--- config.mk ---
export PLATFORM = sky130hd
export DESIGN_NAME = cfg_frame_parser
export DESIGN_NICKNAME = d
export VERILOG_FILES = /design/src/rtl/cfg_frame_parser.sv
export SDC_FILE = /design/constraint.sdc
export NUM_CORES = 1
export LEC_CHECK = 0
export BUFFER_PORTS_ARGS = -buffer_cell sky130_fd_sc_hd__buf_2
export CAP_MARGIN = 20
export CELL_PAD_IN_SITES_DETAIL_PLACEMENT = 1
export CELL_PAD_IN_SITES_GLOBAL_PLACEMENT = 1
export CORE_MARGIN = 8
export CORE_UTILIZATION = 30
export CTS_CLUSTER_SIZE = 25
export DETAILED_ROUTE_END_ITERATION = 8
export PLACE_DENSITY_LB_ADDON = 0.1
export RECOVER_POWER = 50
export SLEW_MARGIN = 20
export SYNTH_ARGS = -nofsm -noshare
export SYNTH_HDL_FRONTEND = slang
export SYNTH_SLANG_ARGS = --single-unit
--- constraint.sdc ---
create_clock -name clk -period 7.8 [get_ports clk]
set_clock_uncertainty 0.2 [all_clocks]
set_input_delay 1.17 -clock clk [delete_from_list [all_inputs] [get_ports clk]]
set_output_delay 1.17 -clock clk [all_outputs]
set_load 0.05 [all_outputs]
--- src/rtl/cfg_frame_parser.sv ---
module cfg_frame_parser #(
  parameter int PAYLOAD_W   = 110,
  parameter int ALIGN_ZEROS = 5
) (
  input  logic                 clk,
  input  logic                 rst_n,
  input  logic                 bit_valid,
  input  logic                 bit_in,
  input  logic                 par_mode,
  output logic                 frm_valid,
  output logic [10:0]          frm_addr,
  output logic                 frm_comp,
  output logic [PAYLOAD_W-1:0] frm_payload,
  output logic                 frm_par_err,
  output logic                 locked,
  output logic [23:0]          len_count,
  output logic                 len_done,
  output logic                 fmt_err
);
  localparam int LEN_W  = 24;
  localparam int ADDR_W = 11;
  localparam int MAXC   = (PAYLOAD_W > LEN_W) ? PAYLOAD_W : LEN_W;
  localparam int CNT_W  = $clog2(MAXC + ALIGN_ZEROS + 1);
  localparam bit HAS_ALIGN = ALIGN_ZEROS > 0;
  localparam int ALIGN_LAST = HAS_ALIGN ? ALIGN_ZEROS - 1 : 0;

  typedef enum logic [3:0] {
    S_HUNT, S_SYNC, S_LEN,
    S_CODE0, S_CODE1, S_CODE2, S_OPAR, S_EPAR,
    S_ADDR, S_ALIGN, S_START, S_DATA, S_STOP
  } st_t;

  st_t                  st;
  logic [3:0]           ones;
  logic [CNT_W-1:0]     cnt;
  logic [LEN_W-1:0]     len_q;
  logic [LEN_W-1:0]     tot;
  logic [ADDR_W-1:0]    addr_q;
  logic                 opar_q, epar_q, comp_q;
  logic [PAYLOAD_W-1:0] pay_q;

  wire              in_frames = (st >= S_CODE0);
  wire [LEN_W-1:0]  len_nx    = {len_q[LEN_W-2:0], bit_in};
  wire [LEN_W-1:0]  tot_nx    = tot + 1'b1;
  wire              addr_par  = ^addr_q;

  assign locked      = in_frames;
  assign len_count   = len_q;
  assign frm_addr    = addr_q;
  assign frm_comp    = comp_q;
  assign frm_payload = pay_q;
  assign frm_par_err = (opar_q == addr_par) | (epar_q != addr_par);

  always_ff @(posedge clk) begin
    if (!rst_n) begin
      st        <= S_HUNT;
      ones      <= '0;
      cnt       <= '0;
      len_q     <= '0;
      tot       <= '0;
      addr_q    <= '0;
      opar_q    <= 1'b0;
      epar_q    <= 1'b0;
      comp_q    <= 1'b0;
      pay_q     <= '0;
      frm_valid <= 1'b0;
      len_done  <= 1'b0;
      fmt_err   <= 1'b0;
    end else begin
      frm_valid <= 1'b0;
      if (bit_valid) begin
        case (st)
          S_HUNT: begin
            if (bit_in) begin
              if (ones != 4'd8) ones <= ones + 4'd1;
            end else if (ones == 4'd8) begin
              st  <= S_SYNC;
              cnt <= CNT_W'(1);
            end else begin
              ones <= '0;
            end
          end
          S_SYNC: begin
            if (bit_in != (cnt == CNT_W'(2))) begin
              st   <= S_HUNT;
              ones <= bit_in ? 4'd1 : 4'd0;
            end else if (cnt == CNT_W'(3)) begin
              st  <= S_LEN;
              cnt <= '0;
            end else begin
              cnt <= cnt + 1'b1;
            end
          end
          S_LEN: begin
            len_q <= len_nx;
            cnt   <= cnt + 1'b1;
            if (cnt == CNT_W'(LEN_W - 1)) begin
              fmt_err  <= 1'b0;
              len_done <= (len_nx == '0);
              tot      <= '0;
              ones     <= '0;
              st       <= (len_nx == '0) ? S_HUNT : S_CODE0;
            end
          end
          S_CODE0: if (!bit_in) st <= S_CODE1;
          S_CODE1: begin
            if (bit_in) st <= S_CODE2;
            else begin fmt_err <= 1'b1; st <= S_HUNT; ones <= '0; end
          end
          S_CODE2: begin
            comp_q <= bit_in;
            pay_q  <= '0;
            st     <= S_OPAR;
          end
          S_OPAR: begin opar_q <= bit_in; st <= S_EPAR; end
          S_EPAR: begin epar_q <= bit_in; st <= S_ADDR; cnt <= '0; end
          S_ADDR: begin
            addr_q <= {addr_q[ADDR_W-2:0], bit_in};
            cnt    <= cnt + 1'b1;
            if (cnt == CNT_W'(ADDR_W - 1)) begin
              cnt <= '0;
              if (comp_q)                       st <= S_STOP;
              else if (par_mode && HAS_ALIGN)   st <= S_ALIGN;
              else                              st <= S_START;
            end
          end
          S_ALIGN: begin
            cnt <= cnt + 1'b1;
            if (bit_in) begin fmt_err <= 1'b1; st <= S_HUNT; ones <= '0; end
            else if (cnt == CNT_W'(ALIGN_LAST)) begin st <= S_START; cnt <= '0; end
          end
          S_START: begin
            cnt <= '0;
            if (bit_in) st <= S_DATA;
            else begin fmt_err <= 1'b1; st <= S_HUNT; ones <= '0; end
          end
          S_DATA: begin
            pay_q <= {pay_q[PAYLOAD_W-2:0], bit_in};
            cnt   <= cnt + 1'b1;
            if (cnt == CNT_W'(PAYLOAD_W - 1)) begin st <= S_STOP; cnt <= '0; end
          end
          S_STOP: begin
            cnt <= cnt + 1'b1;
            if (!bit_in) begin fmt_err <= 1'b1; st <= S_HUNT; ones <= '0; end
            else if (cnt == CNT_W'(2)) begin
              frm_valid <= 1'b1;
              st        <= S_CODE0;
              cnt       <= '0;
            end
          end
          default: st <= S_HUNT;
        endcase
        if (in_frames) begin
          tot <= tot_nx;
          if (tot_nx == len_q) begin
            len_done <= 1'b1;
            st       <= S_HUNT;
            ones     <= '0;
          end
        end
      end
    end
  end
endmodule

==> flow_summary.json <==
{
  "status": "finished with violations",
  "violations": "capacitance limit, slew limit",
  "clock-sinks": 190,
  "wirelength_mm": 28.78,
  "area_delta_synth_final_pct": 15.43,
  "fp.dieH_microns": 190.0,
  "fp.dieW_microns": 190.0,
  "ys_ff_latch": 190,
  "cts_resized": 0,
  "grt_pass1_wl_mm": 46.76,
  "maxCapViolCount": 1,
  "yosys_most_used_dff": "dfxtp_1",
  "avgSynthCellArea_sq_um": 8.384,
  "dieArea_sq_um": 36090,
  "cts_inserted_buffers": 17,
  "routedWlPerCell_microns": 18.20,
  "post_cts_buffers": 0,
  "via_per_inst": 5.201,
  "slew_headroom_pct": -83.57,
  "drc": 0,
  "power.total_mw": 1.886,
  "gp_routability_congestion": 0.7694,
  "postRouteAntennaNets": 0,
  "port_buffers": 155,
  "drtPass1Iterations": 5,
  "arrival_ps": 4630,
  "crit_required_ps": 7950,
  "grt_pass1_vias": 8297,
  "drtIter0Drc": 428,
  "synthTopCellsByArea": "dfxtp_1, a22oi_1, nor2b_1",
  "clockBufferDepth": 2,
  "drive_gt1_share_pct": 5.290,
  "insertion_delay_ps": 440,
  "cts_tree": "built",
  "stdcell_area_sq_um": 10480,
  "fmax_mhz": 223.0,
  "start_util_pct": 30.55,
  "drv_slew": 71,
  "dpl_cell_area_sq_um": 10100,
  "ys_async_sr_fraction_pct": 0,
  "tightest_slew_ps": 2753,
  "grt_overflow": 0,
  "syn_inst": 1083,
  "synth_edf_count": 0,
  "yosysMostFrequentCell": "dfxtp_1",
  "fillers": 3561,
  "ys_types": 67,
  "track_usage_pct": 15.78,
  "start_kind": "input port",
  "cp-end-kind": "flop",
  "vias": 8222,
  "rsz0062_at_grt": "false",
  "setup_viol": 0,
  "grt_max_degree": 99,
  "vdd.ir_drop.worst_mv": 0.1506,
  "row_count": 63,
  "synth_nets": 1096,
  "hold_path.class": "flop to flop",
  "power.density_nw_per_um2": 179.9,
  "fin_crit_ps": 4485,
  "worstSetupPathType": "input port to flop",
  "fin_crit_sh_pct": 57.50,
  "final-hold-violation-count": 0,
  "p_leak_nw": 3.300,
  "clkSlewWorstSetupHoldPaths_ps": 80,
  "crit_fanout": 70,
  "fin_tns_setup_ps": 0,
  "h-tree-depth": 4,
  "synth_area_leader_cell": "dfxtp_1",
  "synthTopCellsByCount": "dfxtp_1, a22oi_1, nand2_1",
  "cts.root.buffer_cell": "clkbuf_16",
  "place_hpwl_mm": 19.39,
  "yosysWarnings": 0,
  "final_core_util_pct": 35.27,
  "synth_top_area_share_pct": 41.89,
  "core_sq_um": 29720,
  "syn_area_sq_um": 9080,
  "antenna_cells": 0,
  "final_nets": 1191,
  "grt_antenna_before_repair": 0,
  "hold_buffers": 0,
  "ios": 156,
  "ys_seq_area_share_pct": 41.89
}
-- metrics by stage --
stage          hold slack, ps  worst slack, ps  std cells
2_1_floorplan           260.9             4281       1083
3_3_place_gp            289.9             3075       1549
3_5_place_dp            291.9             3081       1549
4_1_cts                 304.0             3544       1581
5_1_grt                 332.6             2775       1581
6_report                304.3             3315       1581
-- critical path, cell delays in order --
cell      delay, ps
buf_4           450
clkbuf_1       1990
o211ai_1        550
o31ai_1         420
-- power by group --
group	internal (mW)	switching, mW	leakage, nW
Sequential	0.969	0.000526	1.53
Combinational	0.0146	0.0258	1.48
Clock	0.436	0.440	0.288
-- area by class of cell --
class | instances | area, sq um | area share (%)
inverter | 17 | 63.81 | 0.6088
timing repair buffer | 166 | 665.6 | 6.351
clock buffer | 18 | 439.2 | 4.190
tap | 390 | 488.0 | 4.656
clock inverter | 14 | 143.9 | 1.373
multi-input combinational | 786 | 4877 | 46.53
sequential | 190 | 3804 | 36.29
-- cells by family after synthesis --
family                   Yosys count  share of synthesized area (%)
buffers and inverters            107                          4.602
AND/OR/NAND/NOR                  438                          25.15
XOR/XNOR                          41                          3.955
AO/OA/AOI/OAI                    293                          22.64
multiplexers                       5                         0.5512
adder cells (fa/ha/maj)            9                          1.213
flip-flops                       190                          41.89
-- worst paths after layout --
kind / start / end / slack [ps] / depth (start not counted)
setup / recovery: rst_n / st[1] / 3310 / 4
setup reg to reg: st[1] / st[1] / 4140 / 9
hold reg to reg: frm_addr[10] / frm_addr[10] / 300 / 2
hold / removal: frm_addr[10] / frm_addr[10] / 300 / 2
-- flip-flops by register name, indices dropped and copies added, names as in the netlist --
name,count
len_count,24
tot,24
frm_addr,11
cnt,7
opar_q,1
ones,4
st,4
epar_q,1
len_done,1
frm_valid,1
frm_comp,1
fmt_err,1
frm_payload,110
-- cells in the final DEF, fill, tap and decap left out, types with 14 or more instances in the layout --
cell and count:
nor3_1 14, and3_1 16, nand2_1 107, nand4_1 14, inv_1 15, a21boi_0 47
a22oi_1 114, nor2_1 88, clkbuf_16 17, dfxtp_1 190, nor2b_1 91, nor4_1 18
nand3_1 33, xnor2_1 32, o21ai_0 34, clkbuf_1 152, a21oi_1 43
-- metal layers --
layer  wire (microns)  vias up  GRT usage, %
met5                0        -             0
met4              283        0         4.269
met3             1254       19         3.955
met2            13810      114         26.11
met1            13430     4028         20.13
li1                 -     4061             -
Power figures use the tool's default switching activity.
